### src/rtl/costas_pkg.sv
package costas_pkg;

  // Rotation sense of the phase selector.
  typedef enum logic {
    ROT_FWD = 1'b0,
    ROT_BWD = 1'b1
  } rot_e;

  // Bang-bang phase detector: product of two sign bits.
  function automatic rot_e phase_detect(input logic sig_b, input logic err_b);
    return (sig_b ^ err_b) ? ROT_BWD : ROT_FWD;
  endfunction

  // One step around a ring of 2**bits positions.
  function automatic int unsigned ring_step(input int unsigned val,
                                            input rot_e        dir,
                                            input int unsigned bits);
    int unsigned modulus;
    modulus = 32'd1 << bits;
    if (dir == ROT_BWD)
      return (val + modulus - 1) % modulus;
    return (val + 1) % modulus;
  endfunction

  // Fixed offset around a ring of 2**bits positions.
  function automatic int unsigned ring_offset(input int unsigned val,
                                              input int unsigned off,
                                              input int unsigned bits);
    return (val + off) % (32'd1 << bits);
  endfunction

  // Drift test of the lock detector.
  function automatic logic within_tol(input int drift, input int tol);
    return (drift <= tol) && (drift >= -tol);
  endfunction

endpackage

### src/rtl/cl_sync.sv
module cl_sync #(
  parameter int STAGES = 2
) (
  input  logic clk,
  input  logic rst,
  input  logic d_i,
  output logic q_o
);

  logic [STAGES-1:0] pipe_q;

  generate
    if (STAGES == 1) begin : g_single
      always_ff @(posedge clk) begin
        if (rst) pipe_q <= '0;
        else     pipe_q <= d_i;
      end
    end else begin : g_chain
      always_ff @(posedge clk) begin
        if (rst) pipe_q <= '0;
        else     pipe_q <= {pipe_q[STAGES-2:0], d_i};
      end

      if (STAGES == 2) begin : g_chk

        sync_lat_chk: assert property (@(posedge clk) disable iff (rst)
          (!$past(rst) && !$past(rst, 2)) |-> (q_o == $past(d_i, 2)));
      end
    end
  endgenerate

  assign q_o = pipe_q[STAGES-1];

endmodule

### src/rtl/cl_nco.sv
module cl_nco
  import costas_pkg::*;
#(
  parameter int CNT_W   = 8,
  parameter int IDX_W   = 4,
  parameter int ERR_OFF = 4
) (
  input  logic             clk,
  input  logic             rst,
  input  rot_e             dir_i,
  output logic [IDX_W-1:0] sig_idx_o,
  output logic [IDX_W-1:0] err_idx_o
);

  localparam logic [CNT_W-1:0] CNT_TOP = '1;

  logic [CNT_W-1:0] cnt_q;
  logic [CNT_W-1:0] cnt_d;
  logic             wrap_up_w;
  logic             wrap_dn_w;

  // Next value of the counter.
  always_comb begin
    cnt_d = CNT_W'(ring_step(32'(cnt_q), dir_i, CNT_W));
  end

  always_ff @(posedge clk) begin
    if (rst) cnt_q <= '0;
    else     cnt_q <= cnt_d;
  end

  // Boundary events, brought out for the checks.
  assign wrap_up_w = (cnt_q == CNT_TOP) && (dir_i == ROT_FWD);
  assign wrap_dn_w = (cnt_q == '0)      && (dir_i == ROT_BWD);

  assign sig_idx_o = cnt_q[CNT_W-1 -: IDX_W];
  assign err_idx_o = IDX_W'(ring_offset(32'(sig_idx_o), ERR_OFF, IDX_W));


  fwd_step_chk: assert property (@(posedge clk) disable iff (rst)
    (dir_i == ROT_FWD && !wrap_up_w) |=> (cnt_q == $past(cnt_q) + 1'b1));


  bwd_step_chk: assert property (@(posedge clk) disable iff (rst)
    (dir_i == ROT_BWD && !wrap_dn_w) |=> (cnt_q == $past(cnt_q) - 1'b1));


  wrap_up_chk: assert property (@(posedge clk) disable iff (rst)
    wrap_up_w |=> (cnt_q == '0));


  wrap_dn_chk: assert property (@(posedge clk) disable iff (rst)
    wrap_dn_w |=> (cnt_q == CNT_TOP));


  cnt_clr_chk: assert property (@(posedge clk)
    rst |=> (cnt_q == '0));

endmodule

### src/rtl/cl_lock.sv
module cl_lock
  import costas_pkg::*;
#(
  parameter int WIN = 256,
  parameter int TOL = 8
) (
  input  logic clk,
  input  logic rst,
  input  rot_e dir_i,
  output logic locked_o
);

  localparam int WIN_W = $clog2(WIN);
  localparam int ACC_W = WIN_W + 2;
  localparam logic [WIN_W-1:0] WIN_LAST = WIN_W'(WIN - 1);

  logic        [WIN_W-1:0] win_q;
  logic signed [ACC_W-1:0] acc_q;
  logic signed [ACC_W-1:0] acc_nx;
  logic                    win_end_w;
  logic                    in_tol_w;

  assign win_end_w = (win_q == WIN_LAST);

  always_comb begin
    if (dir_i == ROT_BWD) acc_nx = acc_q - ACC_W'(1);
    else                  acc_nx = acc_q + ACC_W'(1);
  end

  assign in_tol_w = within_tol(int'(acc_nx), TOL);

  always_ff @(posedge clk) begin
    if (rst) begin
      win_q    <= '0;
      acc_q    <= '0;
      locked_o <= 1'b0;
    end else if (win_end_w) begin
      win_q    <= '0;
      acc_q    <= '0;
      locked_o <= in_tol_w;
    end else begin
      win_q    <= win_q + 1'b1;
      acc_q    <= acc_nx;
    end
  end


  lock_hold_chk: assert property (@(posedge clk) disable iff (rst)
    !win_end_w |=> $stable(locked_o));


  lock_clr_chk: assert property (@(posedge clk)
    rst |=> !locked_o);

endmodule

### src/rtl/costas_phase_ctrl.sv
module costas_phase_ctrl
  import costas_pkg::*;
#(
  parameter int CNT_W       = 8,
  parameter int IDX_W       = 4,
  parameter int ERR_OFF     = 4,
  parameter int SYNC_STAGES = 2,
  parameter bit LOCK_EN     = 1'b1,
  parameter int LOCK_WIN    = 256,
  parameter int LOCK_TOL    = 8
) (
  input  logic             clk,
  input  logic             rst,
  input  logic             sig_sign_in,
  input  logic             err_sign_in,
  output logic [IDX_W-1:0] sig_sel,
  output logic [IDX_W-1:0] err_sel,
  output logic             rx_data,
  output logic             locked
);

  logic sig_s;
  logic err_s;
  rot_e dir_w;

  cl_sync #(.STAGES(SYNC_STAGES)) u_sig_sync (
    .clk (clk),
    .rst (rst),
    .d_i (sig_sign_in),
    .q_o (sig_s)
  );

  cl_sync #(.STAGES(SYNC_STAGES)) u_err_sync (
    .clk (clk),
    .rst (rst),
    .d_i (err_sign_in),
    .q_o (err_s)
  );

  assign dir_w   = phase_detect(sig_s, err_s);
  assign rx_data = sig_s;

  cl_nco #(
    .CNT_W   (CNT_W),
    .IDX_W   (IDX_W),
    .ERR_OFF (ERR_OFF)
  ) u_nco (
    .clk       (clk),
    .rst       (rst),
    .dir_i     (dir_w),
    .sig_idx_o (sig_sel),
    .err_idx_o (err_sel)
  );

  generate
    if (LOCK_EN) begin : g_lock
      cl_lock #(
        .WIN (LOCK_WIN),
        .TOL (LOCK_TOL)
      ) u_lock (
        .clk      (clk),
        .rst      (rst),
        .dir_i    (dir_w),
        .locked_o (locked)
      );
    end else begin : g_nolock
      assign locked = 1'b0;
    end
  endgenerate


  idx_move_chk: assert property (@(posedge clk) disable iff (rst)
    !$past(rst) |-> ((sig_sel == $past(sig_sel)) ||
                     (sig_sel == $past(sig_sel) + 1'b1) ||
                     (sig_sel == $past(sig_sel) - 1'b1)));


  err_track_chk: assert property (@(posedge clk) disable iff (rst)
    $stable(sig_sel) |-> $stable(err_sel));

endmodule

### config.mk
export PLATFORM = sky130hd
export DESIGN_NAME = costas_phase_ctrl
export DESIGN_NICKNAME = d
export VERILOG_FILES = /design/src/rtl/costas_pkg.sv /design/src/rtl/cl_sync.sv /design/src/rtl/cl_nco.sv /design/src/rtl/cl_lock.sv /design/src/rtl/costas_phase_ctrl.sv
export SDC_FILE = /design/constraint.sdc
export NUM_CORES = 1
export LEC_CHECK = 0
export CORE_MARGIN = 3
export CORE_UTILIZATION = 45
export CTS_BUF_LIST = sky130_fd_sc_hd__clkbuf_8 sky130_fd_sc_hd__clkbuf_16
export CTS_CLUSTER_SIZE = 30
export DETAILED_ROUTE_END_ITERATION = 10
export SETUP_SLACK_MARGIN = 0.3
export SYNTH_ARGS = -nofsm -noshare
export SYNTH_HDL_FRONTEND = slang
export SYNTH_HIERARCHICAL = 1
export SYNTH_SLANG_ARGS = --single-unit
### constraint.sdc
create_clock -name clk -period 3.8 [get_ports clk]
set_input_delay 0.76 -clock clk [delete_from_list [all_inputs] [get_ports clk]]
set_output_delay 0.76 -clock clk [all_outputs]
set_load 0.1 [all_outputs]
After elaboration in Yosys (flattened, before gate mapping)
Cells that the tools add are included.
{ "classes": {"addsub": 7, "mul": 0, "n_div": 0, "n_lt_le_gt_ge": 2, "eq_ne": 1, "n_shift": 0, "n_mux": 5, "n_bitwise": 1, "n_reduce_logical": 2} }
{ "ops": {"columns": ["op", "n"], "rows": [
  ["$add A8 B1 Y8 const B", 3],
  ["$mux W8", 2],
  ["$add A10 B2 Y10 const B", 1],
  ["$ge A10 B4 Y1 const B", 1],
  ["$le A10 B5 Y1 const B", 1],
  ["$mux W10", 1],
  ["$sub A10 B2 Y10 const B", 1],
  ["$eq A8 B8 Y1 const B", 1],
  ["$sub A8 B1 Y8 const B", 1],
  ["$add A4 B3 Y4 const B", 1],
  ["$mux W1", 2],
  ["$reduce_or A2 Y1", 1],
  ["$logic_and A1 B1 Y1", 1],
  ["$xor A1 B1 Y1", 1]
]} }
{ "totals": {"regBits": 31, "latchBits": 0, "mem_bits_rw": 0, "rom_bits": 0, "in_bits": 4, "output_inout_bits": 10, "n_memories": 0} }

Longest topological paths before layout
{ "logic_depth": {"ltp_word": 5, "depth_mapped": 9, "depth_no_buf": 8} }

By module
Netlist, hierarchy kept.
{ "modules_own_cells": {"columns": ["mod", "instances", "cells_per_inst", "area_per_inst_um2", "seq_area_each_um2"], "rows": [
  ["cl_lock", 1, 129, 1136.1, 380.4],
  ["cl_nco", 1, 57, 516.7, 160.2],
  ["cl_sync", 2, 4, 52.6, 40.0],
  ["costas_phase_ctrl", 1, 1, 8.8, 0.0]
]} }

Worst setup path after synthesis
OpenSTA, ideal clock, no wires.
{ "synth_timing": {"path_kind": "register to register", "startpoint": "reg u_sig_sync.pipe_q[1]", "endpoint": "reg g_lock.u_lock.locked_o", "setup_time_ns": 0.091, "arrival_time_ns": 3.652, "required_ns": 3.709, "path_slack_ns": 0.057, "stages_incl_launch_ff": 9, "period_less_slack_ns": 3.743, "path_cell_list": "dfxtp_1 -> xor2_1 -> fa_1 -> a211o_1 -> a21oi_2 -> o211ai_2 -> or4_1 -> or4_1 -> a311oi_1"} }
{ "synth_via": {"elab_chain_cells": 5, "elab_cells_between_ends": 6} }
{ "synth_lines": {"columns": ["element", "line", "text"], "rows": [
  ["start, declared", "cl_sync.sv:10", "logic [STAGES-1:0] pipe_q;"],
  ["start signal, assigned", "cl_sync.sv:21", "else pipe_q <= {pipe_q[STAGES-2:0], d_i};"],
  ["$xor A1 B1 Y1 (*)", "costas_pkg.sv:11", "return (sig_b ^ err_b) ? ROT_BWD : ROT_FWD;"],
  ["$mux W1 (*)", "costas_pkg.sv:11", null],
  ["net dir_w", "costas_phase_ctrl.sv:24", "rot_e dir_w;"],
  ["$mux W10 (*)", "cl_lock.sv:26", "if (dir_i == ROT_BWD) acc_nx = acc_q - ACC_W'(1);"],
  ["$le A10 B5 Y1 / $ge A10 B4 Y1 (equally long branches)", "costas_pkg.sv:34", "return (drift <= tol) && (drift >= -tol);"],
  ["$logic_and A1 B1 Y1 (*)", "costas_pkg.sv:34", null],
  ["end signal, assigned", "cl_lock.sv:40", "locked_o <= in_tol_w;"],
  ["end, declared", "cl_lock.sv:10", "output logic locked_o"]
]} }
The timed path passes the listed nets; every way through them passes the cells marked *.
A chain may end at the register's enable or synchronous reset.

Worst setup path after layout
Same ends and word-level chain as after synthesis.

==> summary.md <==
| Metric | Value |
|---|---|
| Status | `finished clean` |
| Routability cong. | `0.8114` |
| Lkg Pwr | `0.8699 nW` |
| H-tree depth reported by CTS | `2` |
| Clk Latency, worst-skew pair | `290 ps` |
| FFs w/ async S/R, synth | `0%` |
| Seq/Total Area, Yosys | `35.13%` |
| Area contributors post-synth | `dfxtp_1 (35%), ha_1 (8.5%), nor2_1 (6.6%)` |
| Post-synth cell types | `50` |
| DRT Pass-1 Iters | `4` |
| Ys flop type | `dfxtp_1` |
| CTS tree | `yes` |
| Gr ovfl total | `0` |
| Antenna Nets Post-Route | `0` |
| Max-slew violation count | `0` |
| Worst-case clock buffer depth | `2` |
| Via density per instance | `5.451` |
| Synth area leader | `dfxtp_1` |
| Initial drt markers | `61` |
| # IOs | `14` |
| Total Routing Usage GR | `16.05%` |
| Initial antenna violation count | `0` |
| Top cells by count, synth | `dfxtp_1 (31), nor2_1 (31), ha_1 (12), xnor2_1 (8), xor2_1 (8)` |
| Synth Net Count | `212` |
| Rel. slew slack | `34.93%` |
| Unrepaired setup endpoints after global routing | `no` |
| DIE WIDTH | `68.66 µm` |
| # DRC | `0` |
| Min-Delay Path Class | `flop to flop` |
| Final setup violation count | `0` |
| FMAX | `0.3315 GHz` |
| Crit path largest cell delay | `530 ps` |
| Critical path class | `flop to flop` |
| Layout fillers | `359` |
| Cells along the critical path | `xor2_1, buf_4, fa_1, a211o_1, a21oi_2, o211ai_2, or4_1, or4_1, a311oi_1` |
| Multi-input logic area | `1059 µm²` |
| Setup repair bufs after CTS | `0` |
| FF-to-FF setup slack | `780 ps` |
| Core Region | `3716 µm²` |
| Syn avg cell area | `9.060 µm²` |
| Ys Warns | `6` |
| Starting Density | `47.54%` |
| First-pass GRT wire length | `5.554 mm` |
| CTS clk-pin slew, worst paths | `70 ps` |
| Via Count | `1390` |
| Drt total wl | `3.351 mm` |
| Power Dens Cells | `559.8 nW/µm²` |
| DP Cell Count | `247` |
| Layout area overhead | `14.38%` |
| Arrival time worst endpoint | `3220 ps` |
| Register Area | `621.8 µm²` |
| TritonCTS buffer count | `5` |
| Post-DP HPWL | `2.405 mm` |
| N_diodes | `0` |
| Final worst path period need | `3016 ps` |
| Final Cycle Share | `79.38%` |
| Resized Gates After CTS | `0` |
| Syn Std Cell Area | `1767 µm²` |
| Hold-fix buffers, CTS | `0` |
| Fin Setup TNS | `0 ps` |
| Worst path most repeated cell | `or4_1` |
| Largest net degree at the start of global routing | `21` |
| Sink Count | `31` |
| Routed length per instance | `13.14 µm` |
| Worst-case vdd ir drop | `0.2403 mV` |
| Pwr Total | `1.131 mW` |
| Yosys reg bits | `31` |
| Crit start category | `flop` |
| Cell count of the worst hold path | `1` |
| FP Rows | `22` |
| Worst Skew | `6.206 ps` |
| Endpoints failing hold | `0` |
| # Max-Cap Violations | `0` |
| Synthesized instance count | `195` |
| Core Util, Final | `54.38%` |
| Port bufs | `13` |
| Worst Path Required | `4000 ps` |
| Finished Layout Cells | `255` |
| CP Capture Type | `flop` |
| Vias in the first global route | `1260` |
| Actual slew at the worst max-slew pin | `973.0 ps` |
| Slowest cell on the critical path | `or4_1` |
| Die Y-Extent | `68.66 µm` |
| Post-synth EDFFs | `0` |
| CTS Root Cell | `clkbuf_8` |
| Share of layout cells above drive strength 1 | `8.696%` |
| Die Area | `4714 µm²` |
| Worst r2r path cells | `9` |
| Largest fanout on the critical path | `20` |
| Post-synth top area share | `35.13%` |
| NumNets Final | `223` |
[critical path: cells and delay by family, from the launching register on]
| kind | cells | cell delay, ps |
|---|---|---|
| adder cells (fa/ha/maj) | 1 | 490 |
| buffers and inverters | 1 | 210 |
| XOR/XNOR | 1 | 130 |
| AND/OR/NAND/NOR | 2 | 940 |
| AO/OA/AOI/OAI | 4 | 820 |
| flip-flops | 1 | 330 |
[per-stage QoR]
step	hold slack [ps]	area, µm²	worst slack (ps)
final	446.0	2021	783.6
after detailed placement	427.8	1908	819.1
after CTS	448.6	2021	789.2
after global placement	417.5	1908	863.3
after floorplan	413.7	1768	384.7
after global routing	456.9	2021	652.6
[where the power goes]
part           switching, mW  internal (mW)  leakage (nW)
Clock                  0.131          0.195        0.0581
Combinational          0.246          0.162         0.557
Sequential            0.0321          0.366         0.255
[layout make-up]
type	count	share of cell area, %
multi-input cells	147	52.38
well taps	48	2.972
inverters	6	1.115
clock inverters	3	2.167
flip-flops and latches	31	30.77
clock buffers	5	3.406
repair buffers	15	7.183
[sequential cells by signal, indices dropped and copies added, names as in the netlist]
register / flops
g_lock.u_lock/locked_o: 1
g_lock.u_lock/acc_q: 10
u_sig_sync/pipe_q: 2
u_nco/cnt_q: 8
u_err_sync/pipe_q: 2
g_lock.u_lock/win_q: 8
[routing by layer]
| layer | part of all wire (%) | vias up | track usage, % | routed length (µm) |
|---|---|---|---|---|
| met2 | 45 | 27 | 24.08 | 1518 |
| met4 | 2.2 | 0 | 8.685 | 75 |
| li1 | - | 710 | - | - |
| met3 | 3.9 | 9 | 4.862 | 131 |
| met1 | 49 | 644 | 20.44 | 1626 |
| met5 | 0 | - | 0 | 0 |
[cell usage in the layout, fill, tap and decap left out, types with 2 or more instances in the layout]
master,count
or4_1,2
xor2_1,8
o21a_1,2
ha_1,12
a211o_1,4
clkdlybuf4s50_1,13
and4b_1,3
mux2_1,3
xnor2_1,8
o21ai_0,4
inv_1,6
nor2b_1,7
nor3b_1,5
nor3_1,4
nor2_1,31
clkbuf_8,5
and3_1,5
buf_4,2
a32oi_1,2
nand2_1,5
dfxtp_1,30
and2_1,2
a21o_1,3
a21boi_0,2
nand3_1,4
a21oi_1,6
nor4b_1,2
[path summary, 6_finish.rpt]
path / startpoint / end
max: u_sig_sync/pipe_q[1]$_SDFF_PP0_ / g_lock.u_lock/locked_o$_SDFFE_PP0P_
min reg2reg: u_err_sync/pipe_q[0]$_SDFF_PP0_ / u_err_sync/pipe_q[1]$_SDFF_PP0_
max reg2reg: u_sig_sync/pipe_q[1]$_SDFF_PP0_ / g_lock.u_lock/locked_o$_SDFFE_PP0P_
min: u_err_sync/pipe_q[0]$_SDFF_PP0_ / u_err_sync/pipe_q[1]$_SDFF_PP0_
[kinds of logic after synthesis]
logic type,count (synthesis),synth area share (%)
AND/OR/NAND/NOR,78,24.22
adder cells (fa/ha/maj),13,9.632
buffers and inverters,17,4.957
multiplexers,4,2.479
XOR/XNOR,16,7.932
flip-flops,31,35.13
AO/OA/AOI/OAI,36,15.65
(Power assumes the default switching activity.)
